<file path="config.mk">
export PLATFORM = sky130hd
export DESIGN_NAME = card_status_unit
export DESIGN_NICKNAME = d
export VERILOG_FILES = /design/src/rtl/cs_pkg.sv /design/src/rtl/cs_rst_sync.sv /design/src/rtl/cs_sync.sv /design/src/rtl/cs_slot_events.sv /design/src/rtl/card_status_unit.sv
export SDC_FILE = /design/constraint.sdc
export NUM_CORES = 1
export LEC_CHECK = 0
export ABC_AREA = 1
export CORE_MARGIN = 2
export CORE_UTILIZATION = 53
export DETAILED_ROUTE_END_ITERATION = 8
export PLACE_DENSITY = 0.89
export RECOVER_POWER = 25
export SLEW_MARGIN = 0
export SYNTH_ARGS = -nofsm -noshare
export SYNTH_HDL_FRONTEND = slang
export SYNTH_SLANG_ARGS = --single-unit
export TNS_END_PERCENT = 50
</file>
<file path="constraint.sdc">
create_clock -name clk -period 4.65 [get_ports clk]
set_input_delay 0.465 -clock clk [delete_from_list [all_inputs] [get_ports clk]]
set_output_delay 0.465 -clock clk [all_outputs]
set_load 0.03 [all_outputs]
</file>
<file path="src/rtl/cs_pkg.sv">
package cs_pkg;
  localparam int SLOTS   = 2;
  localparam int REG_W   = 32;
  localparam int FIELD_W = REG_W / SLOTS;
  localparam int PIN_W   = 8;
  localparam int ADDR_W  = 3;

  // register addresses
  localparam int ADDR_PIN  = 0;
  localparam int ADDR_CHG  = 1;
  localparam int ADDR_EN   = 2;
  localparam int ADDR_CTL0 = 3;

  // pin vector indices
  localparam int I_VS1  = 7;
  localparam int I_VS2  = 6;
  localparam int I_WP   = 5;
  localparam int I_CD2  = 4;
  localparam int I_CD1  = 3;
  localparam int I_BVD2 = 2;
  localparam int I_BVD1 = 1;
  localparam int I_RDY  = 0;

  // positions within one slot field
  localparam int F_PIN0  = FIELD_W - PIN_W;
  localparam int F_RLO   = 7;
  localparam int F_RHI   = 6;
  localparam int F_RRISE = 5;
  localparam int F_RFALL = 4;

  localparam logic [FIELD_W-1:0] LATCH_F = 16'h3E30;
  localparam logic [FIELD_W-1:0] LEVEL_F = 16'h00C0;

  // control register
  localparam int C_RST = 6;
  localparam int C_OEN = 7;
  localparam logic [REG_W-1:0] CTL_KEEP = 32'hFFFF_00C0;
  localparam logic [REG_W-1:0] CTL_INIT = 32'h0000_0080;
endpackage

</file>
<file path="src/rtl/cs_rst_sync.sv">
module cs_rst_sync (
  input  logic clk,
  input  logic rst_n,
  output logic rst_n_sync
);
  logic [1:0] sh_q;
  always_ff @(posedge clk or negedge rst_n) begin
    if (!rst_n) sh_q <= 2'b00;
    else        sh_q <= {sh_q[0], 1'b1};
  end
  assign rst_n_sync = sh_q[1];
endmodule

</file>
<file path="src/rtl/cs_sync.sv">
module cs_sync #(
  parameter int W      = 8,
  parameter int STAGES = 2
) (
  input  logic         clk,
  input  logic         rst_n,
  input  logic [W-1:0] d,
  output logic [W-1:0] q
);
  logic [W-1:0] stage_q [STAGES];

  always_ff @(posedge clk or negedge rst_n) begin
    if (!rst_n) begin
      for (int i = 0; i < STAGES; i++) stage_q[i] <= '0;
    end else begin
      stage_q[0] <= d;
      for (int i = 1; i < STAGES; i++) stage_q[i] <= stage_q[i-1];
    end
  end

  assign q = stage_q[STAGES-1];
endmodule

</file>
<file path="src/rtl/cs_slot_events.sv">
module cs_slot_events
  import cs_pkg::*;
(
  input  logic               clk,
  input  logic               rst_n,
  input  logic [PIN_W-1:0]   pins_s,
  output logic [FIELD_W-1:0] set_f,
  output logic [FIELD_W-1:0] level_f
);
  logic [PIN_W-1:0] prev_q, prev_d, diff;
  logic             cd_agree;

  always_comb begin
    prev_d   = pins_s;
    diff     = pins_s ^ prev_q;
    cd_agree = (pins_s[I_CD1] == pins_s[I_CD2]);
    set_f    = '0;
    level_f  = '0;
    set_f[F_PIN0 + I_WP]   = diff[I_WP];
    set_f[F_PIN0 + I_BVD2] = diff[I_BVD2];
    set_f[F_PIN0 + I_BVD1] = diff[I_BVD1];
    set_f[F_PIN0 + I_CD2]  = diff[I_CD2] & cd_agree;
    set_f[F_PIN0 + I_CD1]  = diff[I_CD1] & cd_agree;
    set_f[F_RRISE]         = diff[I_RDY] &  pins_s[I_RDY];
    set_f[F_RFALL]         = diff[I_RDY] & ~pins_s[I_RDY];
    level_f[F_RLO]         = ~pins_s[I_RDY];
    level_f[F_RHI]         =  pins_s[I_RDY];
  end

  always_ff @(posedge clk or negedge rst_n) begin
    if (!rst_n) prev_q <= '0;
    else        prev_q <= prev_d;
  end
endmodule

</file>
<file path="src/rtl/card_status_unit.sv">
module card_status_unit
  import cs_pkg::*;
(
  input  logic              clk,
  input  logic              rst_n,
  input  logic [PIN_W-1:0]  slot_a_pins,
  input  logic [PIN_W-1:0]  slot_b_pins,
  input  logic [ADDR_W-1:0] bus_addr,
  input  logic              bus_wr,
  input  logic [REG_W-1:0]  bus_wdata,
  output logic [REG_W-1:0]  bus_rdata,
  output logic              irq,
  output logic [SLOTS-1:0]  card_reset,
  output logic [SLOTS-1:0]  buf_oe_n
);
  localparam logic [REG_W-1:0] LATCH_ALL = {SLOTS{LATCH_F}};

  logic             rst_n_sync;
  logic [PIN_W-1:0] pins_raw [SLOTS];
  logic [REG_W-1:0] pin_view, set_vec, level_vec, chg_view;
  logic [REG_W-1:0] chg_q, chg_d, en_q, en_d, clr_mask;
  logic [REG_W-1:0] ctl_q [SLOTS];
  logic [REG_W-1:0] ctl_d [SLOTS];
  logic             irq_q, irq_d;

  cs_rst_sync u_rst (.clk(clk), .rst_n(rst_n), .rst_n_sync(rst_n_sync));

  assign pins_raw[0] = slot_a_pins;
  assign pins_raw[1] = slot_b_pins;

  for (genvar s = 0; s < SLOTS; s++) begin : g_slot
    localparam int TOP = REG_W - 1 - FIELD_W * s;
    logic [PIN_W-1:0]   pins_s;
    logic [FIELD_W-1:0] set_f, level_f;

    cs_sync #(.W(PIN_W), .STAGES(2)) u_sync (
      .clk(clk), .rst_n(rst_n_sync), .d(pins_raw[s]), .q(pins_s));

    cs_slot_events u_ev (
      .clk(clk), .rst_n(rst_n_sync), .pins_s(pins_s),
      .set_f(set_f), .level_f(level_f));

    assign pin_view[TOP -: FIELD_W]  = {pins_s, {(FIELD_W-PIN_W){1'b0}}};
    assign set_vec[TOP -: FIELD_W]   = set_f;
    assign level_vec[TOP -: FIELD_W] = level_f;
    assign card_reset[s]             = ctl_q[s][C_RST];
    assign buf_oe_n[s]               = ctl_q[s][C_OEN];
  end

  assign chg_view = chg_q | level_vec;

  // next state
  always_comb begin
    clr_mask = (bus_wr && bus_addr == ADDR_W'(ADDR_CHG)) ? bus_wdata : '0;
    chg_d    = ((chg_q & ~clr_mask) | set_vec) & LATCH_ALL;
    en_d     = (bus_wr && bus_addr == ADDR_W'(ADDR_EN)) ? bus_wdata : en_q;
    for (int s = 0; s < SLOTS; s++) begin
      ctl_d[s] = (bus_wr && bus_addr == ADDR_W'(ADDR_CTL0 + s))
               ? (bus_wdata & CTL_KEEP) : ctl_q[s];
    end
    irq_d = |(chg_view & en_q);
  end

  // registers
  always_ff @(posedge clk or negedge rst_n_sync) begin
    if (!rst_n_sync) begin
      chg_q <= '0;
      en_q  <= '0;
      irq_q <= 1'b0;
      for (int s = 0; s < SLOTS; s++) ctl_q[s] <= CTL_INIT;
    end else begin
      chg_q <= chg_d;
      en_q  <= en_d;
      irq_q <= irq_d;
      for (int s = 0; s < SLOTS; s++) ctl_q[s] <= ctl_d[s];
    end
  end

  assign irq = irq_q;

  // read path
  always_comb begin
    bus_rdata = '0;
    case (bus_addr)
      ADDR_W'(ADDR_PIN):  bus_rdata = pin_view;
      ADDR_W'(ADDR_CHG):  bus_rdata = chg_view;
      ADDR_W'(ADDR_EN):   bus_rdata = en_q;
      default: begin
        for (int s = 0; s < SLOTS; s++)
          if (bus_addr == ADDR_W'(ADDR_CTL0 + s)) bus_rdata = ctl_q[s];
      end
    endcase
  end
endmodule

</file>
==> run summary, run 1 <==
worst setup path start - bus_addr[2]
row count - 36
clk root buf - clkbuf_8
Die Height - 104.7 um
1st-pass router iterations - 6
DP HPWL - 8.357 mm
# resized after CTS - 0
Switching Share - 27.15%
max-cap violation count - 1
combinational power share - 14.6%
Die ar. - 10970 um^2
WL/cell - 15.49 um
non-filler cells, final - 832
failing checks - capacitance limit, slew limit
n_diodes - 0
top post-synthesis cells by area - dfrtp_1, nand2_1, nand3_1, inv_1, nor2_1
most used cell, CP - nand2_1
part of the power in the clock network - 40.1%
Slew headroom - -117.5%
switching pwr - 822.7 uW
CP Capture Type - primary output
sequential share of power - 45.3%
Final ANT Viol Nets - 0
Yosys top cell by area - dfrtp_1
initial antenna violation count - 0
internal power - 2207 uW
# DRC - 0
CTS tree - built
placed insts - 801
Tcrit/Tclk final - 71.09%
cell area after synthesis - 5378 um^2
worst-path fanout max - 19
Register-to-Register Path Depth - 1
CP Launch Type - input pin
P&R area growth vs syn - 27.57%
Vias - 4453
critical-path cell list - clkdlybuf4s50_1 > inv_2 > nor3_4 > nand2_1 > nand2_1 > inv_1 > nand2_1 > clkdlybuf4s50_1
Setup Fix Bufs, Post-CTS - 0
first-pass GRT wire length - 21.13 mm
Post-Syn Instances - 601
multi-input logic area - 1795 um^2
Crit path largest cell delay - 0.68 ns
CTS sink cnt - 129
crit path DAT - 2.84 ns
Skew-Pair Late Insertion Delay - 0.52 ns
Top Layer Used - met4
Yosys warnings - 0
GPL Wtd Cong - 0.9085
final setup vio count - 0
Final Max Slew Viols - 84
Seq cells post-synth - 129
Synth top area share - 59.10%
peak supply drop - 0.0003058 V
fin area - 6860 um^2
worst slack, placed - 1.380 ns
number of top-level pins - 91
reg2reg start - u_rst.sh_q[1]
Die Wd - 104.7 um
min setup slack post-route - 1.344 ns
Iteration-0 DRC Markers - 374
Worst Setup Path Type - in -> out
met2 WL - 6.307 mm
Avg Cell Area, Syn - 8.948 um^2
final core occ - 69.86%
Initial Utilization - 54.77%
CTS max path bufs - 2
Fin. Hold Viols - 0
worst slew pin tran - 3.262 ns
Pleak - 0.003252 uW
ratio of cells with drive above 1 in the final layout - 8.155%
Overflow after GRT - 0
Final TNS setup - 0 ns
Power Density - 441.6 nW/um^2
number of buffers added on ports - 90
sequential cell area fraction in the yosys report - 60.07%
Via density - 5.352
Filler cells - 750
routed wire length - 12.89 mm
vias in the first global route - 4517
cts hold-fix bufs - 0
unrepaired setup endpoints after global routing - no
largest net degree at the start of global routing - 84
Worst-path clk slew - 0.05 ns
clk_skew - 0.006304 ns
Synth cell types - 24
WL met1 - 5.280 mm
CTS buffer count - 17
DR WL met3 - 1.037 mm
DP Area - 6322 um^2
CORE AREA - 9819 um^2
GRT Util Overall - 24.39%
Req. time, crit path - 4.18 ns
status - complete, but fails checks
Min-Delay Path Class - in -> async
Period minus WS final - 3.306 ns
syn nets - 655
htree depth - 4
crit path max-delay cell type - nor3_4
nets@finish - 741
FMAX - 302.5 MHz
Sequential Area - 3231 um^2
-- state kept, by name, indices dropped and copies added (netlist names) --
signal and cells:
ctl_q 32, en_q 32, g_slot.u_sync.q 16, g_slot.u_sync.stage_q 16
chg_q 14, g_slot.u_ev.prev_q 12, buf_oe_n 2, card_reset 2
u_rst.sh_q 2, irq 1
-- synthesized netlist by cell type, drive strengths merged --
cell type / instances
inv: 48
or2: 2
o211ai: 4
nand2: 208
xnor2: 6
dfstp: 2
nor3: 2
a21oi: 14
dfrtp: 127
nand4: 9
conb: 1
buf: 26
nand3: 63
nor2: 37
o21ai: 49
clkbuf: 3
-- critical path: cells and delay by family --
family | cells | cell delay, ns
buffers and inverters | 4 | 1.40
and+or+nand+nor | 4 | 0.98
-- power groups by stage --
stage | Combinational, uW | Sequential [uW] | Clock (uW)
after global routing | 487 | 1390 | 1290
final | 442 | 1370 | 1220
after detailed placement | 441 | 1390 | 0
after CTS | 446 | 1370 | 1230
after floorplan | 285 | 1360 | 0
after global placement | 424 | 1380 | 0
-- metal layers --
metal,vias to the layer above,global-route usage [%]
li1,2075,-
met1,2157,31.12
met2,193,38.59
met3,28,7.611
met4,0,10.48
met5,-,0
-- area by class of cell --
cell class	count	share of cell area [%]
sequential	129	47.09
clock inverter	11	1.696
clock buffer	20	6.201
tap	133	2.426
multi-input combinational	395	26.17
inverter	48	2.626
timing repair buffer	96	13.79
-- path summary, 6_finish.rpt --
check                                             end  slack [ns]
worst max-delay path                    bus_rdata[27]        1.34
worst min-delay path                    u_rst.sh_q[0]        0.18
worst max register to register              ctl_q[55]        1.36
worst min register to register  g_slot[1].u_sync.q[1]        0.35
max in group asynchronous                   ctl_q[55]        1.36
min in group clk                g_slot[1].u_sync.q[1]        0.35
-- cells by family (layout without fill, tap and decap cells) --
| logic type | Yosys count | after routing | synth area share [%] |
|---|---|---|---|
| AO/OA/AOI/OAI | 67 | 67 | 7.120 |
| XOR/XNOR | 6 | 6 | 0.9772 |
| buffers and inverters | 77 | 175 | 6.584 |
| flip-flops | 129 | 129 | 60.07 |
| other | 1 | 1 | 0.06973 |
| AND/OR/NAND/NOR | 321 | 321 | 25.17 |
-- placed cells by master, fill, tap and decap left out, types with 2 or more instances in the layout --
cell               n
nor2_1            35
o21ai_0           22
nand3_1           63
bufinv_16          2
o21ai_2           10
clkinv_4           3
dfrtp_1          127
a21oi_1           14
o21ai_1           17
dfstp_2            2
or2_2              2
buf_4              6
o211ai_1           4
clkdlybuf4s50_1   73
inv_1             45
dlygate4sd3_1     17
clkbuf_1           3
nand4_1            9
nand2_1          206
inv_2              3
nor3_4             2
clkinv_2           6
xnor2_1            6
clkbuf_16         16
-- through the flow --
stage          total power (uW)  hold WS, ns
3_3_place_gp               1801       0.3314
6_report                   3030       0.1769
5_1_grt                    3166       0.1648
3_5_place_dp               1828       0.3347
2_1_floorplan              1645       0.1694
4_1_cts                    3046      0.09739
Note: power is estimated with default switching activity, not from simulation.
==> run 2: changes to the inputs <==
==> constraint.sdc (replaced) <==
create_clock -name clk -period 3.3 [get_ports clk]
set_input_delay 0.33 -clock clk [delete_from_list [all_inputs] [get_ports clk]]
set_output_delay 0.33 -clock clk [all_outputs]
set_load 0.03 [all_outputs]
==> run summary, run 2 (synthesized netlist as in run 1, its figures left out) <==
Final TNS setup - 0 ns
Final ANT Viol Nets - 0
most common cell after layout, fill and taps aside - nand2_1
largest net degree at the start of global routing - 57
Vias - 4480
Slew headroom - -36.73%
clk_skew - 0.006672 ns
DR WL met3 - 914 um
fin area - 6877 um^2
Period minus WS final - 3.080 ns
worst-path fanout max - 12
hold depth - 0
DP Area - 6317 um^2
most frequent cells in the layout - nand2_1, dfrtp_1, nand3_1
number of top-level pins - 91
Register-to-Register Path Depth - 1
max-cap violation count - 1
Filler cells - 738
crit path max-delay cell type - clkdlybuf4s50_1
CP Launch Type - input pin
CP Capture Type - primary output
worst slew pin tran - 2.051 ns
Die Wd - 104.7 um
first-pass GRT wire length - 21.57 mm
P&R area growth vs syn - 27.87%
Fin. Hold Viols - 0
WL/cell - 15.00 um
Req. time, crit path - 2.97 ns
Pleak - 0.003321 uW
Final Max Slew Viols - 52
Sequential Area - 3231 um^2
Iteration-0 DRC Markers - 432
CTS tree - built
Via density - 5.346
ratio of cells with drive above 1 in the final layout - 11.77%
met2 WL - 6.145 mm
PnR Total Power - 4269 uW
n_diodes - 0
Tcrit/Tclk final - 93.34%
Bufs and invs on worst path - 3
nets@finish - 746
critical-path cell list - clkdlybuf4s50_1 > nand2_1 > nor2_2 > inv_1 > nor2_1 > clkdlybuf4s50_1
Overflow after GRT - 0
Die ar. - 10970 um^2
row count - 36
GPL Wtd Cong - 0.8798
Worst Setup Path Type - in -> out
Die Height - 104.7 um
1st-pass router iterations - 5
FMAX - 324.6 MHz
Largest regs - ctl_q (32), en_q (32)
CTS sink cnt - 129
most used cell, CP - clkdlybuf4s50_1
clk root buf - clkbuf_8
Initial Utilization - 54.77%
Crit path depth - 6
failing checks - capacitance limit, slew limit
unrepaired setup endpoints after global routing - no
CTS max path bufs - 2
GRT Util Overall - 25.06%
vias in the first global route - 4522
CORE AREA - 9819 um^2
# DRC - 0
WL met1 - 5.126 mm
final setup vio count - 0
status - complete, but fails checks
number of buffers added on ports - 90
htree depth - 4
Crit path largest cell delay - 0.69 ns
routed wire length - 12.57 mm
CTS buffer count - 17
multi-input logic area - 1795 um^2
Top Layer Used - met4
Skew-Pair Late Insertion Delay - 0.53 ns
delay-heaviest family, CP - buffers and inverters
# resized after CTS - 0
peak supply drop - 0.0003985 V
DP HPWL - 8.330 mm
Min-Delay Path Class - reg -> reg
Worst-path clk slew - 0.05 ns
initial antenna violation count - 0
Power Density - 620.9 nW/um^2
crit path DAT - 2.75 ns
## run 2: changes by cell type in the layout (fill, tap and decap cells not counted), sizes merged
cell           change
buf               +28
clkdlybuf4s50     -24
clkbuf             +8
clkinv             -7
bufinv             -1
clkinvlp           +1
dlygate4sd3        +1
## run 2: path summary, 6_finish.rpt
| path | startpoint | to | slack [ns] |
|---|---|---|---|
| max | bus_addr[1] | bus_rdata[2] | 0.22 |
| min | g_slot[1].u_sync.stage_q[9] | g_slot[1].u_sync.q[1] | 0.35 |
| max reg2reg | u_rst.sh_q[1] | ctl_q[56] | 1.22 |
| min reg2reg | g_slot[1].u_sync.stage_q[9] | g_slot[1].u_sync.q[1] | 0.35 |
| max in group asynchronous | u_rst.sh_q[1] | ctl_q[56] | 1.22 |
| min in group asynchronous | rst_n | u_rst.sh_q[0] | 0.57 |
## run 2: what timing repair did
action | in CTS | in global routing
hold buffers | 1 | 0
hold endpoints to repair | 2 | 0
buffers inserted | 0 | 0
## run 2: where the power goes
| group | leakage, uW | switching (uW) | internal (uW) |
|---|---|---|---|
| Combinational | 0.00155 | 371 | 260 |
| Clock | 0.000269 | 625 | 1100 |
| Sequential | 0.00150 | 133 | 1780 |
## run 2: final cells by class
| type | count | share of cell area (%) |
|---|---|---|
| Inverter | 48 | 2.620 |
| Tap cell | 133 | 2.420 |
| Sequential cell | 129 | 46.98 |
| Timing Repair Buffer | 101 | 13.83 |
| Multi-Input combinational cell | 395 | 26.11 |
| Clock inverter | 4 | 0.6914 |
| Clock buffer | 28 | 7.351 |
## run 2: stage by stage
step,setup slack (ns),hold slack (ns),instances,util (%)
floorplan,1.154,0.03441,601,-
global placement,0.3618,0.3314,805,64.33
global route,0.01396,0.3287,838,70.03
finish,0.2197,0.3455,838,70.03
detailed placement,0.2755,0.3347,805,64.33
CTS,0.2376,0.2142,838,70.07
## run 2: routing by layer
layer  vias to the layer above  track usage, %
met5                         -               0
met4                         0           11.62
met3                        44           7.424
met2                       188           39.47
met1                      2156           32.04
li1                       2092               -
==> run 3: changes to the inputs <==
--- a/config.mk
+++ b/config.mk
@@ -6,7 +6,6 @@
 export NUM_CORES = 1
 export LEC_CHECK = 0
 export ABC_AREA = 1
-export CORE_MARGIN = 2
 export CORE_UTILIZATION = 53
 export DETAILED_ROUTE_END_ITERATION = 8
 export PLACE_DENSITY = 0.89
==> run summary, run 3 (synthesized netlist as in run 1, its figures left out) <==
status - complete, but fails checks
failing checks - capacitance limit, slew limit
Initial Utilization - 54.77%
n_diodes - 0
worst slew pin tran - 2.328 ns
combinational power share - 14.9%
Worst-path clk slew - 0.06 ns
Pleak - 0.003325 uW
initial antenna violation count - 0
CTS sink cnt - 129
Fin. Hold Viols - 0
number of buffers added on ports - 90
crit path DAT - 2.12 ns
Skew-Pair Late Insertion Delay - 0.51 ns
Slew headroom - -55.23%
clk root buf - clkbuf_8
Tcrit/Tclk final - 74.13%
first-pass GRT wire length - 20.90 mm
ratio of cells with drive above 1 in the final layout - 13.46%
Power Density - 615.1 nW/um^2
Req. time, crit path - 2.97 ns
clk_skew - 0.006471 ns
reg2reg start - u_rst.sh_q[1]
WL/cell - 15.43 um
Largest regs - ctl_q (32), en_q (32)
DP HPWL - 8.559 mm
Final Max Slew Viols - 59
Min-Delay Path Class - reg -> reg
Die Wd - 102.7 um
nets@finish - 747
1st-pass router iterations - 5
Via density - 5.315
Final ANT Viol Nets - 0
Iteration-0 DRC Markers - 277
max-cap violation count - 1
Hold EP - g_slot[1].u_sync.q[1]
Period minus WS final - 2.446 ns
worst hold start - g_slot[1].u_sync.stage_q[9]
Top Layer Used - met4
# DRC - 0
P&R area growth vs syn - 27.27%
CORE AREA - 9819 um^2
CTS tree - built
Register-to-Register Path Depth - 0
htree depth - 4
internal power - 3038 uW
peak supply drop - 0.0003384 V
GPL Wtd Cong - 0.8166
Final TNS setup - 0 ns
FMAX - 408.8 MHz
part of the power in the clock network - 39.4%
CTS buffer count - 17
sequential share of power - 45.7%
most frequent cells in the layout - nand2_1, dfrtp_1, nand3_1
Setup Fix Bufs, Post-CTS - 0
final setup vio count - 0
met2 WL - 6.510 mm
hold depth - 0
most common cell after layout, fill and taps aside - nand2_1
vias in the first global route - 4412
GRT Util Overall - 26.76%
row count - 36
number of top-level pins - 91
Die ar. - 10550 um^2
largest net degree at the start of global routing - 70
worst-path fanout max - 10
worst flop-to-flop path endpoint - g_slot[0].u_ev.prev_q[5]
DR WL met3 - 864 um
Die Height - 102.7 um
CP Capture Type - primary output
Overflow after GRT - 0
Vias - 4459
Filler cells - 772
CTS max path bufs - 2
FF-to-FF setup slack - 0.98 ns
routed wire length - 12.94 mm
Switching Share - 27.83%
Worst Setup Path Type - in -> out
CP Launch Type - input pin
WL met1 - 5.141 mm
PnR Total Power - 4210 uW
switching pwr - 1172 uW
unrepaired setup endpoints after global routing - no
## run 3: cell count changes in the layout (fill, tap and decap cells not counted)
cell | before | now
clkbuf_8 | 6 | 5
bufinv_16 | 1 | 0
nand2_2 | 1 | 0
nand2_1 | 206 | 207
buf_4 | 32 | 41
clkinv_2 | 2 | 4
clkbuf_1 | 6 | 2
clkinvlp_4 | 1 | 4
clkdlybuf4s50_1 | 49 | 41
clkinv_4 | 0 | 1
## run 3: through the flow
| step | cell area (um^2) | utilization, % | setup WS [ns] | hold WS, ns | cells |
|---|---|---|---|---|---|
| 3_3_place_gp | 6302 | 64.18 | 0.8750 | 0.3318 | 806 |
| 2_1_floorplan | 5379 | - | 1.154 | 0.03441 | 601 |
| 5_1_grt | 6844 | 69.70 | 0.4617 | 0.3503 | 839 |
| 6_report | 6844 | 69.70 | 0.8536 | 0.3431 | 839 |
| 4_1_cts | 6848 | 69.74 | 0.8594 | 0.2371 | 839 |
| 3_5_place_dp | 6302 | 64.18 | 0.8689 | 0.3356 | 806 |
## run 3: area by class of cell
type / instances / area, um^2 / share of cell area, %
tap: 133 / 166.4 / 2.431
clock buffer: 23 / 476.7 / 6.965
timing repair buffer: 102 / 938.4 / 13.71
clock inverter: 9 / 58.81 / 0.8592
inverter: 48 / 180.2 / 2.633
multi-input combinational: 395 / 1793 / 26.20
sequential: 129 / 3231 / 47.20
## run 3: power groups by stage
stage / Combinational (uW) / Clock, uW / Sequential [uW]
after floorplan: 402 / 0 / 1920
after global placement: 602 / 0 / 1930
after detailed placement: 627 / 0 / 1940
after CTS: 635 / 1680 / 1920
after global routing: 699 / 1750 / 1950
final: 627 / 1660 / 1920
## run 3: worst max-delay path, stage by stage
cell and delay [ns]:
clkdlybuf4s50_1 0.51, inv_2 0.19, nand3_1 0.32, inv_2 0.34, nand2_1 0.12, nand4_1 0.11, buf_4 0.18
## run 3: worst max-delay path by stage
stage | startpoint | end | cells after the start
after floorplan | u_rst.sh_q[1] | card_reset[0] | 0
after global placement | bus_addr[2] | bus_rdata[30] | 7
after detailed placement | bus_addr[2] | bus_rdata[24] | 7
after CTS | bus_addr[2] | bus_rdata[24] | 7
after global routing | u_rst.sh_q[1] | g_slot[1].u_sync.stage_q[12] | 0
final | bus_addr[2] | bus_rdata[24] | 7
## run 3: per-layer routing
| layer | GRT usage (%) | vias to the layer above |
|---|---|---|
| met2 | 44.10 | 210 |
| met1 | 32.85 | 2118 |
| li1 | - | 2092 |
| met3 | 6.712 | 39 |
| met4 | 13.76 | 0 |
| met5 | 0 | - |
## run 3: repair_timing
action,CTS,global route
hold buffers,1,0
endpoints found under the hold margin,2,0
gates resized for setup,0,0
